## src/rtl/xsema_pkg.sv

```systemverilog
package xsema_pkg;

   // Who currently holds one flag
   typedef enum logic [1:0] {
      OWN_FREE  = 2'd0,
      OWN_LEFT  = 2'd1,
      OWN_RIGHT = 2'd2
   } own_e;

endpackage

```

## src/rtl/xsema_port_dec.sv

```systemverilog
module xsema_port_dec #(
   parameter int DATA_W = 9
) (
   input  logic              ce_n,
   input  logic              sem_n,
   input  logic              rw,
   input  logic              oe_n,
   input  logic [DATA_W-1:0] wdata,
   output logic              wr_en,
   output logic              wr_val,
   output logic              rd_oe,
   output logic              bad_sel
);

   logic in_space;
   logic unused_hi;

   // flag space: strobe low while memory enable is high
   assign in_space  = ~sem_n & ce_n;
   assign bad_sel   = ~sem_n & ~ce_n;
   assign wr_en     = in_space & ~rw;
   assign wr_val    = wdata[0];
   assign rd_oe     = in_space & rw & ~oe_n;
   assign unused_hi = ^wdata[DATA_W-1:1];

endmodule

```

## src/rtl/xsema_cell.sv

```systemverilog
module xsema_cell
   import xsema_pkg::*;
(
   input  logic clk,
   input  logic rst_n,
   input  logic l_wr,
   input  logic l_val,
   input  logic r_wr,
   input  logic r_val,
   output logic l_view,
   output logic r_view
);

   own_e own_q, own_d;
   logic lp_q, lp_d;
   logic rp_q, rp_d;
   logic l_req, l_rel, r_req, r_rel;

   assign l_req = l_wr & ~l_val;
   assign l_rel = l_wr &  l_val;
   assign r_req = r_wr & ~r_val;
   assign r_rel = r_wr &  r_val;

   always_comb begin
      own_d = own_q;
      lp_d  = lp_q;
      rp_d  = rp_q;
      if (l_rel) lp_d = 1'b0;
      if (r_rel) rp_d = 1'b0;
      case (own_q)
         OWN_FREE: begin
            if (rp_q && !r_rel) begin
               own_d = OWN_RIGHT;
               rp_d  = 1'b0;
               if (l_req) lp_d = 1'b1;
            end else if (lp_q && !l_rel) begin
               own_d = OWN_LEFT;
               lp_d  = 1'b0;
               if (r_req) rp_d = 1'b1;
            end else if (l_req) begin
               own_d = OWN_LEFT;
               if (r_req) rp_d = 1'b1;
            end else if (r_req) begin
               own_d = OWN_RIGHT;
            end
         end
         OWN_LEFT: begin
            if (l_rel) own_d = OWN_FREE;
            if (r_req) rp_d = 1'b1;
         end
         OWN_RIGHT: begin
            if (r_rel) own_d = OWN_FREE;
            if (l_req) lp_d = 1'b1;
         end
         default: own_d = OWN_FREE;
      endcase
   end

   always_ff @(posedge clk or negedge rst_n) begin
      if (!rst_n) begin
         own_q <= OWN_FREE;
         lp_q  <= 1'b0;
         rp_q  <= 1'b0;
      end else begin
         own_q <= own_d;
         lp_q  <= lp_d;
         rp_q  <= rp_d;
      end
   end

   assign l_view = (own_q != OWN_LEFT);
   assign r_view = (own_q != OWN_RIGHT);

   // ownership never jumps straight from one port to the other
   assert_no_swap_l_R7: assert property (@(posedge clk) disable iff (!rst_n)
      (own_q == OWN_LEFT) |=> (own_q != OWN_RIGHT));
   assert_no_swap_r_R7: assert property (@(posedge clk) disable iff (!rst_n)
      (own_q == OWN_RIGHT) |=> (own_q != OWN_LEFT));
   // an owner never also has a pending claim on the same flag
   assert_pend_not_owner_R7: assert property (@(posedge clk) disable iff (!rst_n)
      !((own_q == OWN_LEFT && lp_q) || (own_q == OWN_RIGHT && rp_q)));
   // tie on a free flag goes to the left port
   assert_tie_left_R8: assert property (@(posedge clk) disable iff (!rst_n)
      (own_q == OWN_FREE && !lp_q && !rp_q && l_req && r_req)
      |=> (own_q == OWN_LEFT && rp_q));
   // release with a waiting claim: free for one cycle, then handed over
   assert_release_free_R9: assert property (@(posedge clk) disable iff (!rst_n)
      (own_q == OWN_LEFT && l_rel && rp_q && !r_rel) |=> (own_q == OWN_FREE && rp_q));
   assert_pend_grant_R9: assert property (@(posedge clk) disable iff (!rst_n)
      (own_q == OWN_FREE && rp_q && !r_rel) |=> (own_q == OWN_RIGHT));

endmodule

```

## src/rtl/xsema_rd_mux.sv

```systemverilog
module xsema_rd_mux #(
   parameter int NUM_FLAGS = 8,
   parameter int DATA_W    = 9,
   localparam int ADDR_W   = $clog2(NUM_FLAGS)
) (
   input  logic [NUM_FLAGS-1:0] view,
   input  logic [ADDR_W-1:0]    addr,
   input  logic                 oe,
   output logic [DATA_W-1:0]    rdata
);

   logic bit_sel;

   assign bit_sel = view[addr];
   assign rdata   = oe ? {DATA_W{bit_sel}} : '0;

endmodule

```

## src/rtl/xsema_dual.sv

```systemverilog
module xsema_dual #(
   parameter int NUM_FLAGS = 8,
   parameter int DATA_W    = 9,
   localparam int ADDR_W   = $clog2(NUM_FLAGS)
) (
   input  logic              clk,
   input  logic              rst_n,
   input  logic              l_ce_n,
   input  logic              l_sem_n,
   input  logic              l_rw,
   input  logic              l_oe_n,
   input  logic [ADDR_W-1:0] l_addr,
   input  logic [DATA_W-1:0] l_wdata,
   output logic [DATA_W-1:0] l_rdata,
   output logic              l_rdata_oe,
   output logic              l_bad_sel,
   input  logic              r_ce_n,
   input  logic              r_sem_n,
   input  logic              r_rw,
   input  logic              r_oe_n,
   input  logic [ADDR_W-1:0] r_addr,
   input  logic [DATA_W-1:0] r_wdata,
   output logic [DATA_W-1:0] r_rdata,
   output logic              r_rdata_oe,
   output logic              r_bad_sel
);

   if (NUM_FLAGS < 2 || (NUM_FLAGS & (NUM_FLAGS - 1)) != 0) begin : g_chk_flags
      $error("NUM_FLAGS must be a power of two, at least 2");
   end
   if (DATA_W < 2) begin : g_chk_data
      $error("DATA_W must be at least 2");
   end

   logic l_wr_en, l_wr_val, r_wr_en, r_wr_val;
   logic [NUM_FLAGS-1:0] l_view, r_view;

   xsema_port_dec #(.DATA_W(DATA_W)) u_dec_l (
      .ce_n(l_ce_n), .sem_n(l_sem_n), .rw(l_rw), .oe_n(l_oe_n), .wdata(l_wdata),
      .wr_en(l_wr_en), .wr_val(l_wr_val), .rd_oe(l_rdata_oe), .bad_sel(l_bad_sel));

   xsema_port_dec #(.DATA_W(DATA_W)) u_dec_r (
      .ce_n(r_ce_n), .sem_n(r_sem_n), .rw(r_rw), .oe_n(r_oe_n), .wdata(r_wdata),
      .wr_en(r_wr_en), .wr_val(r_wr_val), .rd_oe(r_rdata_oe), .bad_sel(r_bad_sel));

   for (genvar i = 0; i < NUM_FLAGS; i++) begin : g_flag
      logic l_hit, r_hit;
      assign l_hit = l_wr_en && (l_addr == ADDR_W'(i));
      assign r_hit = r_wr_en && (r_addr == ADDR_W'(i));
      xsema_cell u_cell (
         .clk(clk), .rst_n(rst_n),
         .l_wr(l_hit), .l_val(l_wr_val),
         .r_wr(r_hit), .r_val(r_wr_val),
         .l_view(l_view[i]), .r_view(r_view[i]));
   end

   xsema_rd_mux #(.NUM_FLAGS(NUM_FLAGS), .DATA_W(DATA_W)) u_mux_l (
      .view(l_view), .addr(l_addr), .oe(l_rdata_oe), .rdata(l_rdata));

   xsema_rd_mux #(.NUM_FLAGS(NUM_FLAGS), .DATA_W(DATA_W)) u_mux_r (
      .view(r_view), .addr(r_addr), .oe(r_rdata_oe), .rdata(r_rdata));

   // forbidden strobe pair never drives the read bus
   assert_bad_no_read_R3: assert property (@(posedge clk) disable iff (!rst_n)
      (l_bad_sel || r_bad_sel) |-> !((l_bad_sel && l_rdata_oe) || (r_bad_sel && r_rdata_oe)));
   // read word is the flag replicated on every bit
   assert_read_repl_l_R5: assert property (@(posedge clk) disable iff (!rst_n)
      l_rdata_oe |-> (l_rdata == '0 || l_rdata == '1));
   assert_read_repl_r_R5: assert property (@(posedge clk) disable iff (!rst_n)
      r_rdata_oe |-> (r_rdata == '0 || r_rdata == '1));
   // the same flag is never seen as held by both ports
   assert_single_owner_R6: assert property (@(posedge clk) disable iff (!rst_n)
      (l_rdata_oe && r_rdata_oe && l_addr == r_addr) |-> !(l_rdata[0] == 1'b0 && r_rdata[0] == 1'b0));

endmodule

```

## config.mk

```make
export PLATFORM = sky130hd
export DESIGN_NAME = xsema_dual
export DESIGN_NICKNAME = d
export VERILOG_FILES = /design/src/rtl/xsema_pkg.sv /design/src/rtl/xsema_port_dec.sv /design/src/rtl/xsema_cell.sv /design/src/rtl/xsema_rd_mux.sv /design/src/rtl/xsema_dual.sv
export SDC_FILE = /design/constraint.sdc
export NUM_CORES = 1
export LEC_CHECK = 0
export ABC_AREA = 1
export BUFFER_PORTS_ARGS = -buffer_cell sky130_fd_sc_hd__buf_2
export CAP_MARGIN = 20
export CORE_MARGIN = 3
export CORE_UTILIZATION = 50
export DETAILED_ROUTE_END_ITERATION = 12
export GPL_TIMING_DRIVEN = 0
export PLACE_DENSITY = 0.74
export RECOVER_POWER = 100
export SLEW_MARGIN = 0
export SYNTH_ARGS = -nofsm -noshare
export SYNTH_HDL_FRONTEND = slang
export SYNTH_SLANG_ARGS = --single-unit
```

## constraint.sdc

```tcl
create_clock -name clk -period 1.5 [get_ports clk]
set_input_delay 0.15 -clock clk [delete_from_list [all_inputs] [get_ports clk]]
set_output_delay 0.15 -clock clk [all_outputs]
set_load 0.02 [all_outputs]
```

==> key figures <==
Yosys
  – Distinct cell type count after synthesis: 25
  – FFs w/ async S/R, synth: 100.0%
  – Synth top area share: 29.92%
  – Post-synthesis compound-gate area fraction: 7.106%
  – Syn avg cell area: 6.152 µm²
  – Synth area leaders: dfrtp_1 30%, nand2_1 22%, nand3_1 13%
  – Cell taking the most area after synthesis: dfrtp_1
  – Flip-flop and latch count after synthesis: 32
  – Post-Synth XOR/XNOR Area: 0%
  – Yosys Warn Count: 0
  – Number of synthesized flops with an enable pin: 0
  – Synth Area in Simple Gates: 48.34%
  – Synth Area in Adders: 0%
  – Sequential element share of the synthesized area: 29.92%
  – Mux contribution to synthesized area: 0%
  – Syn Inst Count: 435
  – Most used flip-flop cell after synthesis: dfrtp_1
  – Post-synth design cell area: 2676 µm²
  – Syn nets: 469
  – Largest family of logic cells by synthesized area: simple AND/OR/NAND/NOR gates

Outcome
  – Outcome: finished with violations
  – Failing checks: negative setup slack

Detailed routing
  – DR pass1 iterations: 5
  – Routed length per instance: 12.81 µm
  – Via count: 2,959
  – Detailed-route vias per instance: 5.173
  – Post-route antenna net violation count: 0
  – # DRC: 0
  – Routed Wire Length: 7330 µm
  – Starting DRT DRC Count: 164

GRT
  – Grt ovf: 0
  – Initial antenna violation count: 0
  – Global-route wire length before repair: 11,540 µm
  – Pin count of the biggest net entering global routing: 33
  – Via count of the first global-routing pass: 2,626
  – All-Layer GR Usage: 22.78%

Floorplanning
  – Die extent in x: 79.16 µm
  – # IOs: 56
  – Die footprint: 6266 µm²
  – Starting Density: 52.07%
  – Cell row count: 26
  – Die Ht: 79.16 µm
  – Core footprint: 5140 µm²

Clocking
  – CTS tree: yes
  – Clk pin slew, worst setup/hold paths: 70 ps
  – TritonCTS Buffers: 5
  – Num Clock Sinks: 32
  – CTS H-tree lvls: 2
  – Skew-Pair Late Insertion Delay: 280 ps
  – Clk root buf: clkbuf_8
  – Max Buffers Root-to-Sink: 2

Finish
  – Share of cells above drive strength 1: 30.68%
  – Most frequent cells in the layout: 150 x nand2_1, 70 x nand3_1, 42 x inv_1
  – N_diodes: 0
  – Area Overhead vs Synth: 31.74%
  – Final core occ: 68.60%
  – Commonest non-fill, non-tap cell in the layout: nand2_1
  – Nets: 535

Hold path
  – Hold WC Path Type: input port to flop

Power and ir drop
  – Total power: 3.328 mW
  – Part of the power in registers: 34.1%
  – Clock share of power: 21.2%
  – Internal power: 1.998 mW
  – Sw Ratio: 39.96%
  – Leakage: 1.870 nW
  – Worst VDD drop: 0.5347 mV
  – PwrDens: 943.9 nW/µm²
  – Sw Pwr: 1.330 mW
  – Comb power frac: 44.7%

Critical path
  – Worst-path fanout max: 5
  – WP data required: 1350 ps
  – Crit path DAT: 1790 ps
  – CP Launch Type: flop
  – CP Capture Type: output port
  – Critical path class: flop to output port

STA
  – Clock skew: 6.122 ps
  – RSZ-0062 raised after global routing: yes
  – Setup Viol. Count Final: 18
  – Slew Limit Headroom: 42.93%
  – Final setup margin: -436.2 ps
  – Period minus WS final: 1936 ps
  – Max Slew Vio Count: 0
  – Period Utilization, post-route: 129.1%
  – Worst slew pin tran: 856.0 ps
  – Fmax: 0.5165 GHz
  – Final hold vios: 0
  – Hold WS: 309.7 ps

Place
  – Gpl congestion: 0.9253
  – Port Buffers: 36
  – Dpl hpwl: 5034 µm

Run
  – Max-Cap Viols: 0
## critical path, cell delays in order (launching register included)
cell	delay (ps)
dfrtp_1	410
inv_2	100
nor2_4	50
nand2_1	70
a21oi_2	70
o21ai_2	190
nand2_2	140
nor2_4	230
buf_6	130
buf_6	110
## cell usage after synthesis, types with 5 or more instances
cell,n
inv_2,5
nor2_1,39
o22ai_1,7
nand3_1,70
nor2_2,5
a21oi_1,6
nand3_2,9
nand2_1,156
o21ai_0,6
buf_4,18
o21ai_1,6
dfrtp_1,32
inv_1,53
## path summary, 6_finish.rpt
check                           slack [ps]                        end                       from  depth (start not counted)
worst max-delay path                  -440                 r_rdata[8]  g_flag[3].u_cell.own_q[1]                          9
worst min-delay path                   310  g_flag[2].u_cell.own_q[1]                 r_wdata[0]                          4
worst max register to register         210  g_flag[3].u_cell.own_q[1]  g_flag[3].u_cell.own_q[1]                          7
worst min register to register         520      g_flag[7].u_cell.lp_q      g_flag[7].u_cell.lp_q                          2
max in group asynchronous              400  g_flag[7].u_cell.own_q[1]                      rst_n                          2
min in group asynchronous              510  g_flag[3].u_cell.own_q[1]                      rst_n                          2
## layout make-up
cell class	count	area, µm²
fillers	466	1614
flip-flops and latches	32	805.8
repair buffers	57	457.9
plain buffers	21	216.5
multi-input cells	323	1637
clock inverters	2	10.01
inverters	61	229.0
clock buffers	6	82.58
well taps	70	87.58
## what timing repair did
| action | 4_1_cts | 5_1_grt |
|---|---|---|
| resized for setup | 29 | 75 |
| gates cloned | 1 | 1 |
| endpoints found under the hold margin | 32 | 0 |
| buffers inserted | 10 | 10 |
| setup endpoints to repair | 18 | 18 |
| pin swaps | 3 | 17 |
| hold buffers | 1 | 0 |
## metal layers
layer | part of all wire, % | global-route usage [%] | vias up
li1 | - | - | 1500
met1 | 44 | 29.40 | 1369
met2 | 50 | 39.39 | 76
met3 | 4.1 | 3.628 | 14
met4 | 1.7 | 6.186 | 0
met5 | 0 | 0 | -
## stage by stage
stage               std cells  TNS (ps)  setup slack (ps)  cell area, µm²
CTS                       561     -5851            -378.3            3234
global placement          541     -2211            -194.9            2979
finish                    572     -7020            -436.2            3526
floorplan                 435         0             33.41            2711
detailed placement        541     -2233            -197.7            2979
global route              572     -9735            -497.4            3526
## power groups by stage
stage / Sequential, mW / Clock [mW] / Combinational, mW
after floorplan: 1.11 / 0 / 0.830
after global placement: 1.15 / 0 / 1.03
after detailed placement: 1.15 / 0 / 1.06
after CTS: 1.11 / 0.714 / 1.23
after global routing: 1.15 / 0.757 / 1.67
final: 1.13 / 0.706 / 1.49
## logic make-up after synthesis
logic type | after synthesis
AO/OA/AOI/OAI | 32
buffers and inverters | 82
flip-flops | 32
AND/OR/NAND/NOR | 289
## flip-flops by register name, summed over array words and instances (netlist names)
name / cells
g_flag.u_cell.lp_q: 8
g_flag.u_cell.own_q: 16
g_flag.u_cell.rp_q: 8
No activity file was read; power rests on OpenSTA's default activity.
